<file path="config.mk">
export PLATFORM = sky130hd
export DESIGN_NAME = sleep_debounce
export DESIGN_NICKNAME = d
export VERILOG_FILES = /design/src/rtl/sleep_debounce_pkg.sv /design/src/rtl/sdb_span_check.sv /design/src/rtl/sdb_low_counter.sv /design/src/rtl/sdb_decide.sv /design/src/rtl/sleep_debounce.sv
export SDC_FILE = /design/constraint.sdc
export NUM_CORES = 1
export LEC_CHECK = 0
export BUFFER_PORTS_ARGS = -buffer_cell sky130_fd_sc_hd__buf_2
export CAP_MARGIN = 20
export CORE_AREA = 2 2 48 50
export DETAILED_ROUTE_END_ITERATION = 8
export DIE_AREA = 0 0 50 52
export PLACE_DENSITY = 0.72
export REMOVE_ABC_BUFFERS = 1
export SYNTH_ARGS = -nofsm -noshare
export SYNTH_HDL_FRONTEND = slang
export SYNTH_SLANG_ARGS = --single-unit
</file>
<file path="constraint.sdc">
create_clock -name clk_i -period 3.2 [get_ports clk_i]
set_clock_uncertainty 0.05 [all_clocks]
set_input_delay 0.32 -clock clk_i [delete_from_list [all_inputs] [get_ports clk_i]]
set_output_delay 0.32 -clock clk_i [all_outputs]
set_load 0.1 [all_outputs]
</file>
<file path="src/rtl/sleep_debounce_pkg.sv">
package sleep_debounce_pkg;
  // Action chosen for the state register at one edge
  typedef enum logic [1:0] {
    ACT_HOLD   = 2'd0,  // keep state
    ACT_STAMP  = 2'd1,  // asserted, low field <= tick
    ACT_SET_HI = 2'd2,  // deasserted, low field <= 0
    ACT_COUNT  = 2'd3   // deasserted, low field <= low field + 1
  } sdb_act_e;
endpackage

</file>
<file path="src/rtl/sdb_span_check.sv">
module sdb_span_check #(
  parameter int TICK_W     = 7,
  parameter int SPAN_TICKS = 2
) (
  input  logic [TICK_W-1:0] tick_i,
  input  logic [TICK_W-1:0] stamp_i,
  output logic              span_met_o
);
  localparam logic [TICK_W-1:0] SPAN_V = SPAN_TICKS[TICK_W-1:0];

  logic [TICK_W-1:0] elapsed;

  // modulo 2^TICK_W difference, wraps naturally
  always_comb begin
    elapsed    = tick_i - stamp_i;
    span_met_o = (elapsed >= SPAN_V);
  end
endmodule

</file>
<file path="src/rtl/sdb_low_counter.sv">
module sdb_low_counter #(
  parameter int TICK_W      = 7,
  parameter int LOW_SAMPLES = 2
) (
  input  logic [TICK_W-1:0] count_i,
  output logic [TICK_W-1:0] count_next_o,
  output logic              reached_o
);
  localparam logic [TICK_W-1:0] LIMIT_V = LOW_SAMPLES[TICK_W-1:0];

  always_comb begin
    count_next_o = count_i + 1'b1;
    reached_o    = (count_next_o >= LIMIT_V);
  end
endmodule

</file>
<file path="src/rtl/sdb_decide.sv">
module sdb_decide
  import sleep_debounce_pkg::*;
(
  input  logic     rearm_i,
  input  logic     eval_i,
  input  logic     sleep_ni,
  input  logic     deasserted_i,
  input  logic     span_met_i,
  input  logic     reached_i,
  output sdb_act_e act_o
);
  always_comb begin
    act_o = ACT_HOLD;
    if (rearm_i) begin
      act_o = ACT_STAMP;
    end else if (eval_i) begin
      if (!deasserted_i) begin
        if (!sleep_ni)       act_o = ACT_STAMP;
        else if (span_met_i) act_o = ACT_SET_HI;
        else                 act_o = ACT_HOLD;
      end else begin
        if (sleep_ni)        act_o = ACT_SET_HI;
        else if (reached_i)  act_o = ACT_STAMP;
        else                 act_o = ACT_COUNT;
      end
    end
  end
endmodule

</file>
<file path="src/rtl/sleep_debounce.sv">
module sleep_debounce
  import sleep_debounce_pkg::*;
#(
  parameter int TICK_W      = 7,
  parameter int SPAN_TICKS  = 2,  // must exceed 1
  parameter int LOW_SAMPLES = 2
) (
  input  logic              clk_i,
  input  logic              rst_ni,
  input  logic              eval_i,
  input  logic              sleep_ni,
  input  logic [TICK_W-1:0] tick_i,
  input  logic              rearm_i,
  output logic              asserted_o
);
  localparam logic [TICK_W-1:0] LIMIT_V = LOW_SAMPLES[TICK_W-1:0];

  logic              st_hi_q;   // 1 = deasserted
  logic [TICK_W-1:0] st_low_q;  // timestamp or low-sample count
  logic              span_met;
  logic              reached;
  logic [TICK_W-1:0] count_next;
  sdb_act_e          act;

  sdb_span_check #(.TICK_W(TICK_W), .SPAN_TICKS(SPAN_TICKS)) span_i (
    .tick_i     (tick_i),
    .stamp_i    (st_low_q),
    .span_met_o (span_met)
  );

  sdb_low_counter #(.TICK_W(TICK_W), .LOW_SAMPLES(LOW_SAMPLES)) cnt_i (
    .count_i      (st_low_q),
    .count_next_o (count_next),
    .reached_o    (reached)
  );

  sdb_decide dec_i (
    .rearm_i      (rearm_i),
    .eval_i       (eval_i),
    .sleep_ni     (sleep_ni),
    .deasserted_i (st_hi_q),
    .span_met_i   (span_met),
    .reached_i    (reached),
    .act_o        (act)
  );

  always_ff @(posedge clk_i or negedge rst_ni) begin
    if (!rst_ni) begin
      st_hi_q  <= 1'b0;
      st_low_q <= '0;
    end else begin
      case (act)
        ACT_STAMP: begin
          st_hi_q  <= 1'b0;
          st_low_q <= tick_i;
        end
        ACT_SET_HI: begin
          st_hi_q  <= 1'b1;
          st_low_q <= '0;
        end
        ACT_COUNT: st_low_q <= count_next;
        default: ;
      endcase
    end
  end

  assign asserted_o = ~st_hi_q;

  AST_REARM_WINS: assert property (@(posedge clk_i) disable iff (!rst_ni)
    rearm_i |=> (asserted_o && st_low_q == $past(tick_i)));
  AST_LOW_KEEPS_ASSERTED: assert property (@(posedge clk_i) disable iff (!rst_ni)
    (eval_i && !sleep_ni && asserted_o) |=> asserted_o);
  AST_RELEASE_CAUSE: assert property (@(posedge clk_i) disable iff (!rst_ni)
    $fell(asserted_o) |-> $past(eval_i && sleep_ni && !rearm_i));
  AST_HIGH_KEEPS_DEASSERTED: assert property (@(posedge clk_i) disable iff (!rst_ni)
    (eval_i && sleep_ni && !rearm_i && !asserted_o) |=> (!asserted_o && st_low_q == '0));
  AST_REASSERT_CAUSE: assert property (@(posedge clk_i) disable iff (!rst_ni)
    $rose(asserted_o) |-> $past(rearm_i || (eval_i && !sleep_ni)));
  AST_COUNT_BOUNDED: assert property (@(posedge clk_i) disable iff (!rst_ni)
    !asserted_o |-> (st_low_q < LIMIT_V));
  AST_IDLE_STABLE: assert property (@(posedge clk_i) disable iff (!rst_ni)
    (!eval_i && !rearm_i) |=> ($stable(st_hi_q) && $stable(st_low_q)));
endmodule

</file>
Word-level counts from Yosys, hierarchy flattened
Index checks and enable logic that the tools add are counted.
Widths: inputs -> output; s select.
Storage, ports and cells
  bits in registers: 8
  output and inout bits: 1
  word-level logic and storage cells: 21
Operators by class
  add/subtract/negate cells: 2
  $lt $le $gt $ge: 2
  equality and inequality tests: 3
  muxes and demuxes: 9
  bitwise gates (word level): 1
  reductions and logical operators: 2
Operators with widths (number)
  $pmux 7 s3: 1
  $ge 7x2->1 const B: 2
  $mux 2: 7
  $add 7x1->7 const B: 1
  $sub 7x7->7: 1
  $eq 2x2->1 const B: 2
  $reduce_bool 3->1: 1
  $eq 2x1->1 const B: 1
  $pmux 1 s2: 1
  $reduce_bool 2->1: 1
  $not 1->1: 1

Logic depth before layout (Yosys ltp)
Gate-level depths: netlist of the first run.
  depth after elaboration: 9
  depth in mapped cells: 13

Hierarchy
A second synthesis of the first run with hierarchy kept.
Second synthesis, totals
  cell total of the unflattened synthesis: 114
  area, all modules: 953.4 µm²
Modules (own cells, without submodules)
  sleep_debounce: instances 1, cells an instance 46, area an instance 459.2 µm²
  sdb_span_check: instances 1, cells an instance 39, area an instance 279.0 µm²
  sdb_low_counter: instances 1, cells an instance 24, area an instance 177.7 µm²
  sdb_decide: instances 1, cells an instance 5, area an instance 37.5 µm²

Worst setup path before layout of the first run
No wires, ideal clock.
  path kind: register to register
  from: register st_low_q[0]
  to: register st_low_q[2]
  setup time: 123 ps
  arrival time: 2345 ps
  slack: 682 ps
  cell stages (with the launch flop): 12
  buffers on the path: 1
  clock period less this slack: 2518 ps
  cell sequence: dfrtp_1 ha_1 fa_1 nor2b_1 o21ai_0 a21oi_1 a311o_1 ha_1 clkbuf_1 nor3b_1 o21ai_0 nand2_1
On the way
  longest elaborated chain between the ends: 9
RTL lines
  start: declaration: RTL line sleep_debounce.sv:19  | logic [TICK_W-1:0] st_low_q;
  start signal: assignment: RTL line sleep_debounce.sv:55  | st_low_q <= tick_i;
  start signal: assignment: RTL line sleep_debounce.sv:61  | ACT_COUNT: st_low_q <= count_next;
  $sub 7x7->7 or $add 7x1->7 (tied branches): RTL line sdb_span_check.sv:15, sdb_low_counter.sv:12
  $ge 7x2->1 (on tied branches): RTL line sdb_span_check.sv:16, sdb_low_counter.sv:13
  $mux 2 (on tied branches): RTL line sdb_decide.sv:19, sdb_decide.sv:23
  $mux 2 (on tied branches): RTL line sdb_decide.sv:18, sdb_decide.sv:22
  $mux 2: RTL line sdb_decide.sv:17  | if (!deasserted_i) begin
  $mux 2: RTL line sdb_decide.sv:16  | end else if (eval_i) begin
  $mux 2: RTL line sdb_decide.sv:14  | if (rearm_i) begin
  $eq 2x2->1 or $eq 2x1->1 (tied branches): RTL line sleep_debounce.sv:52  | case (act)
  $pmux 7 s3 or $reduce_bool 3->1 (tied branches)
Parallel ways exist; a longest one is shown, timed or not.
A chain may end at the register's enable or synchronous reset.

Final worst setup path of the first run
  from: register st_low_q[0]
  to: register st_low_q[4]
The elaborated chain is that of the path after synthesis.

==> results of run 1 <==
power by group:
part           switching, mW  total (mW)  internal, mW
clock                 0.0381      0.0812        0.0431
combinational         0.0925       0.159        0.0668
sequential            0.0239       0.137         0.113
what timing repair did:
item | 4_1_cts | 5_1_grt
hold endpoints to repair | 8 | 0
hold buffers | 1 | 0
gates resized for setup | 0 | 1
setup endpoints to repair | 0 | 4
final cells by class:
| cell class | instances | area, um^2 | share of cell area, % |
|---|---|---|---|
| well taps | 28 | 35.0 | 3.57 |
| clock buffers | 3 | 22.5 | 2.30 |
| multi-input cells | 84 | 597 | 60.8 |
| repair buffers | 13 | 70.1 | 7.14 |
| flip-flops and latches | 8 | 200 | 20.4 |
| inverters | 15 | 56.3 | 5.74 |
state kept, by name, summed over array words and instances (netlist names):
register	count
st_hi_q	1
st_low_q	7
worst register-to-register path, stage by stage (launching register included):
cell     delay (ns)
dfrtp_1        0.46
ha_1           0.26
fa_1           0.43
nor2b_1        0.17
o21ai_0        0.10
a21oi_1        0.17
a311o_1        0.19
ha_1           0.49
nor3_2         0.15
a22oi_1        0.17
o21ai_0        0.12
final timing paths:
| path | slack (ns) | to | cells past startpoint |
|---|---|---|---|
| max | 0.31 | st_low_q[4] | 10 |
| min | 0.28 | st_low_q[3] | 3 |
| max reg2reg | 0.31 | st_low_q[4] | 10 |
| min reg2reg | 0.56 | st_hi_q | 2 |
| max in group asynchronous | 2.54 | st_low_q[6] | 2 |
| min in group asynchronous | 0.38 | st_low_q[0] | 2 |
cells in the mapped netlist (2+ instances only):
master,n
a22oi_1,5
nand2_1,8
buf_6,2
nand2b_1,2
dfrtp_1,8
nor2_1,7
a311oi_1,2
a31oi_1,2
ha_1,11
inv_1,15
o2111ai_1,2
nor3b_1,2
nor3_1,8
nand3_1,2
a21oi_1,7
mux2i_1,3
o21ai_0,7
xnor2_1,2
cells by family after synthesis:
family          count (synthesis)  synth area share [%]
xor+xnor                        2                  1.99
buf+inv                        19                  9.96
mux                             3                  3.41
compound gates                 30                  22.3
simple gates                   37                  21.6
fa+ha+maj                      12                  17.9
flops                           8                  22.8
metal layers:
| layer | track usage, % | part of all wire [%] | vias up |
|---|---|---|---|
| met5 | 0 | 0 | - |
| met4 | 7.41 | 2.4 | 0 |
| li1 | - | - | 424 |
| met2 | 30.0 | 45 | 24 |
| met3 | 5.46 | 5.3 | 6 |
| met1 | 21.7 | 47 | 397 |
==> summary by stage, run 1 <==
Cells and area
At the end of the flow the core is filled with cells to 46.6%. The repair_antennas step left the layout with diodes totalling 0. The ratio of cells with drive above 1 in the final layout is 14.6%. From synthesis to final layout, the design area changed by 11.5%.

The filler cell count in the final layout is 206. The leading cell type in the layout, fill and taps excluded is inv_1. The post-route standard cell area excluding fillers is 981 um^2. The library cells used most frequently in the layout, excluding fill and tap cells, are inv_1, buf_2, ha_1, nand2_1, dfrtp_1. The non-filler instance count after layout is 151.

At the end of the flow, the number of nets in the layout was 149.

Global route
The via count of the first global-routing pass is 820. The number of antenna violations at the first check in global routing is 0. The first global-routing pass estimated 3550 um of wire. Across every metal layer, demand over resource in global routing totals 18.1%. The largest net degree at the start of global routing is 16.

The total overflow left after global routing is 0.

Die
The initial core utilization is 41.8%. The core region is 2110 um^2. The floorplan step set the die height to 52 um. The die footprint is 2600 um^2.

The width of the die is 50 um. During I/O placement, the number of pins put on the boundary was 13. In this run the core area contains 17 standard-cell rows.

Worst setup path
The start of the worst register-to-register path is st_low_q[0]. The highest fanout seen on the critical path is 15. The type of origin of the critical path is a register.

The critical path startpoint is st_low_q[0]. The critical path is of the reg2reg type. The worst setup path is captured at a register. The arrival time at the worst endpoint is 2.97 ns. For the worst setup path, the data required time is 3.27 ns. On the critical path, the stage with the largest delay is an instance of ha_1. The number of buffers and inverters on the critical path is 0. The kind of cell adding the most delay to the critical path is adder cells. Walking the worst path, the cells encountered are ha_1 > fa_1 > nor2b_1 > o21ai_0 > a21oi_1 > a311o_1 > ha_1 > nor3_2 > a22oi_1 > o21ai_0. In this design, the stage delay of the slowest critical-path cell is 0.49 ns.

Placed design
The final weighted congestion in routability-driven placement is 0.860. The wire-length estimate of the detail-placed layout is 1660 um. The area of placed instances is 943 um^2.

Timing analysis after detailed placement gives a worst setup slack of 0.231 ns. The count of buffers added on input and output ports is 12. The cell total after placement is 147.

Power and ir drop
For this design the ratio of total power to cell area is 385 nW/um^2. Summed over all cells, the static leakage comes to 0.452 nW. Total power for the finished layout comes to 378 uW. VDD sags by at most 0.000204 V.

Logic synthesis
The number of different library cells used by synthesis comes to 34. In the synthesized netlist the dominant register cell turns out to be dfrtp_1. The count of flip-flops with a built-in enable after synthesis is 0. Counting every instance in the synthesized netlist gives 111. The cell type with the largest total area after synthesis is dfrtp_1. The Yosys warning count is 0. By area the synthesized netlist is led by dfrtp_1, ha_1, inv_1.

The synthesized netlist occupies a cell area of 880 um^2. The flip-flop and latch count after synthesis is 8. A synthesized cell averages 7.92 um^2. The synthesized design devotes to its leading area cell type 22.8% of total area. The share of async-settable or async-resettable flops after synthesis is 100%. The sequential fraction of the synthesis area is 22.8%.

Worst hold path
The worst min-delay path startpoint is tick_i[3]. The class of the tightest hold or removal check is in2reg.

Route
The post-detailed-route wirelength per cell is 13.9 um. Before antenna repair, the detailed router went through 4 iterations. The per-cell via count in the routed design is 5.64. The wire length reported by the detailed router is 2090 um. The remaining routing DRC violations is 0.

The first routing iteration left 29 violations. The remaining antenna violation count is 0. Detailed routing inserted a total of 851 vias.

Timing
Static timing analysis puts the maximum clock frequency at 346 MHz. Across all setup checks in the final design, the least slack found is 0.306 ns. In this run the tightest slew margin relative to its limit is 64.6%.

For the pin with the worst max-slew slack, the measured transition is 0.532 ns. The final hold violation count came to 0. The final critical-path share of the clock period is 90.4%. The minimum period implied by the final worst setup slack is 2.89 ns.

The setup-violating endpoint count in the final report is 0. Adding up every negative setup slack in the final design gives 0 ns. Setup repair after global routing left no endpoint under its margin.

The count of pins over their slew limit is 0. The tightest hold path in the finished design has a slack of 0.278 ns.

Clocking
For the worst-skew pair, the clock arrives at the later sink with an insertion delay of 0.26 ns. Clock-pin slew was measured on the worst setup and hold paths at 0.06 ns. Buffers added to address setup during post-CTS repair amount to 0. The H-tree depth is 1. The buffer levels on the longest clock path is 2. TritonCTS built the clock tree.

The clock root buffer is clkbuf_4. Clock tree synthesis found a total of 8 sinks. The number of buffers created by CTS is 3.

Outcome
The run finished with clean final reports.

Run
Across the run, the number of max-cap violations was 0.
Power figures use the tool's default switching activity.
==> inputs of run 2 (changes only) <==
- ABC_AREA: default -> 1
- CORE_AREA: 2 2 48 50 -> 2 2 57 59
- DIE_AREA: 0 0 50 52 -> 0 0 59 61
- PLACE_DENSITY: 0.72 -> 0.56
==> run 2 against run 1 <==
Die area rose by 38%. Synthesized area is 1.7% lower. Critical endpoint is now st_low_q[3]. Critical path depth rose by 6. Highest routed layer unchanged. Largest cell class unchanged. Routed wire length increased by 3.5%. Worst hold slack better by 0.023 ns. Worst setup slack improved by 0.10 ns. Largest power group unchanged.
==> summary by stage, run 2 <==
Logic synthesis
The post-synthesis area per instance is 6.36 um^2 (-20%). Ranked by total cell area, the synthesized netlist is headed by dfrtp_1, ha_1, nand2_1. The count of flip-flops with a built-in enable after synthesis is 0 (unchanged).

The share of the synthesized area in the top cell type is 23.2% (+0.40 points). The sequential fraction of the synthesis area came to 23.2% (+0.40 points). The flip-flop and latch count after synthesis came to 8 (unchanged). The cell type with the largest total area after synthesis is dfrtp_1. The number of distinct library cells after synthesis came to 17 (-50%). The post-synthesis instance area is 865 um^2 (-1.7%).

In the synthesized netlist, the cells that appear most often are nand2_1, inv_1, nor2_1. The Yosys warning count is 0 (unchanged). nand2_1 is the most common cell in the netlist.

The share of async-settable or async-resettable flops after synthesis is 100% (unchanged). The most common flop cell mapped by yosys is dfrtp_1. The gate count after technology mapping was 136 (+23%).

Worst setup path
STA classifies the critical path startpoint as a register. The worst setup path is of the reg2reg kind. The highest fanout seen on the critical path came to 7 (-8). The worst setup path is captured at a register. The critical path required time is 3.32 ns (+0.05 ns). The arrival time at the worst endpoint was 2.91 ns (-0.06 ns).

Route
The total via count in the routed design is 878 (+3.2%). The per-cell via count in the routed design came to 4.75 (-16%). The count of routing violations after the opening detailed-route iteration is 22 (-24%). The total iterations of the first detailed-routing run is 4 (unchanged).

The wire length reported by the detailed router came to 2170 um (+3.5%). The remaining antenna violation count is 0 (unchanged). The remaining routing DRC violations is 0 (unchanged). The post-detailed-route wirelength per cell is 11.7 um (-16%).

Die
The width of the die is 59 um (+18%). The I/O pin count is 13 (unchanged). The placement row count is 20 (+3). The core region area is 2950 um^2 (+40%). The initial core utilization came to 29.3% (-12 points). The height of the die was 61 um (+17%). The die footprint came to 3600 um^2 (+38%).

Clocking
The post-cts gate resize count is 0 (unchanged). The total clock sinks came to 8 (unchanged). The later-pin clock latency in the skew report is 0.27 ns (about the same). The number of buffers created by CTS was 3 (unchanged).

The clock edge transition at the registers on the reported setup and hold paths is 0.06 ns (about the same). The buffer levels on the longest clock path was 2 (unchanged). The clock root buffer is clkbuf_4.

The post-CTS repair timing setup buffer count is 0 (unchanged). The hold buffer count at CTS is 1 (unchanged). The H-tree depth is 1 (unchanged). The CTS tree is yes.

Timing
The count of pins over their slew limit was 0 (unchanged). The least setup slack across all paths after layout is 0.410 ns (+0.104 ns). The minimum period implied by the final worst setup slack is 2.79 ns (-0.104 ns). Setup repair after global routing left no endpoint under its margin. The setup-violating endpoint count in the final report is 0 (unchanged). The final critical-path share of the clock period is 87.2% (-3.3 points).

The final hold violation count is 0 (unchanged). The hold slack is 0.300 ns (+0.0226 ns). The total negative setup slack was 0 ns (unchanged). The fmax is 358 MHz (+3.7%). The max-slew headroom at the worst pin is 68.1% (+3.6 points). The actual slew at the worst max-slew pin came to 0.481 ns (-0.0504 ns).

Cells and area
The number of nets in the layout is 178 (+19%). Leaving out fill and tap cells, the most frequent cells in the layout are nand2_1, inv_1, nor2_1, buf_2. In the final layout, the registers with the most flip-flops are st_low_q x7, st_hi_q x1. The utilization after layout came to 33.9% (-13 points). Compared with the post-synthesis result, the final layout area differs by 15.9%. The leading cell type in the layout, fill and taps excluded is nand2_1.

The post-route standard cell area excluding fillers was 1000 um^2 (+2.2%). The ratio of cells with drive above 1 in the final layout is 14.5% (-0.16 points). The number of flip-flops under the largest register name was 7 (unchanged). More flip-flops sit in one register than any other, and that register is st_low_q. The number of antenna cells inserted came to 0 (unchanged).

Power and ir drop
The static power due to leakage is 0.555 nW (+23%). The worst IR drop on VDD was 0.000110 V (-46%). The cell area power density came to 380 nW/um^2 (-1.3%).

Placed design
The HPWL reported at the end of detailed placement was 1720 um (+4.0%). The quantity of I/O buffers inserted on ports is 12 (unchanged). The worst slack at placement is 0.402 ns (+0.171 ns).

The area of placed instances is 970 um^2 (+2.8%). The final weighted congestion in routability-driven placement is 0.869 (+1.0%).

Global route
The number of antenna violations at the first check in global routing was 0 (unchanged). The largest net degree at the start of global routing came to 13 (-3). The via count of the first global-routing pass is 905 (+10%).

The total overflow reported by the global router is 0 (unchanged). The total global routing track utilization is 15.0% (-3.1 points). The first-pass GRT wire length came to 3910 um (+10%).

Run
The max-capacitance violation count was 0 (unchanged).

Outcome
The run finished with clean final reports.

Worst hold path
In this run the worst hold path is classified as in2reg.
[run 2: cell count changes after synthesis, sizes merged, moves of 3 or more]
cell and delta:
a21oi +4, buf -3, inv +10, mux2i -3, nand2 +30, nand3 +7, nor2 +12, nor3 -9
[run 2: path summary, 6_finish.rpt]
| path | startpoint | to | slack (ns) | cells after the start |
|---|---|---|---|---|
| max | st_low_q[0] | st_low_q[3] | 0.41 | 16 |
| min | tick_i[0] | st_low_q[0] | 0.30 | 3 |
| max reg2reg | st_low_q[0] | st_low_q[3] | 0.41 | 16 |
| min reg2reg | st_hi_q | st_hi_q | 0.53 | 2 |
| max in group asynchronous | rst_ni | st_hi_q | 2.53 | 2 |
| min in group asynchronous | rst_ni | st_low_q[4] | 0.38 | 2 |
[run 2: where the power goes]
part           switching (mW)  internal, mW  total (mW)
registers              0.0140         0.114       0.128
logic                   0.106        0.0628       0.168
clock network          0.0415        0.0434      0.0849
[run 2: cell type report]
| type | instances | area [um^2] |
|---|---|---|
| fillers | 339 | 1950 |
| multi-input cells | 102 | 567 |
| flip-flops and latches | 8 | 200 |
| inverters | 25 | 93.8 |
| repair buffers | 14 | 77.6 |
| well taps | 33 | 41.3 |
| clock buffers | 3 | 22.5 |
[run 2: kinds of logic (layout without fill, tap and decap cells)]
logic type / count (synthesis) / after routing / share of synthesized area, %
XOR/XNOR: 1 / 1 / 1.01
AND/OR/NAND/NOR: 67 / 67 / 32.1
buffers and inverters: 26 / 42 / 11.3
AO/OA/AOI/OAI: 22 / 22 / 14.2
adder cells (fa/ha/maj): 12 / 12 / 18.2
flip-flops: 8 / 8 / 23.2
[run 2: metal layers]
| layer | vias to the layer above | global-route usage, % | wire length [um] |
|---|---|---|---|
| li1 | 461 | - | - |
| met1 | 391 | 17.2 | 1030 |
| met2 | 21 | 25.9 | 1030 |
| met3 | 5 | 3.41 | 74 |
| met4 | 0 | 8.12 | 42 |
| met5 | - | 0 | 0 |
[run 2: metrics by stage]
step           power [mW]  cells
3_3_place_gp        0.296    181
6_report            0.381    185
2_1_floorplan       0.252    135
3_5_place_dp        0.296    181
4_1_cts             0.385    185
5_1_grt             0.426    185
[run 2: worst max-delay path, cell delays in order, from the launching register on]
cell     delay, ns
dfrtp_1       0.44
ha_1          0.23
fa_1          0.48
inv_1         0.04
nor2_1        0.07
nand2_1       0.05
nor2_1        0.09
nand2_1       0.05
nor2_1        0.11
nand3_1       0.08
nor2_1        0.12
nor2_2        0.06
ha_1          0.28
nor2_1        0.13
buf_4         0.15
a21oi_1       0.08
a22oi_1       0.18
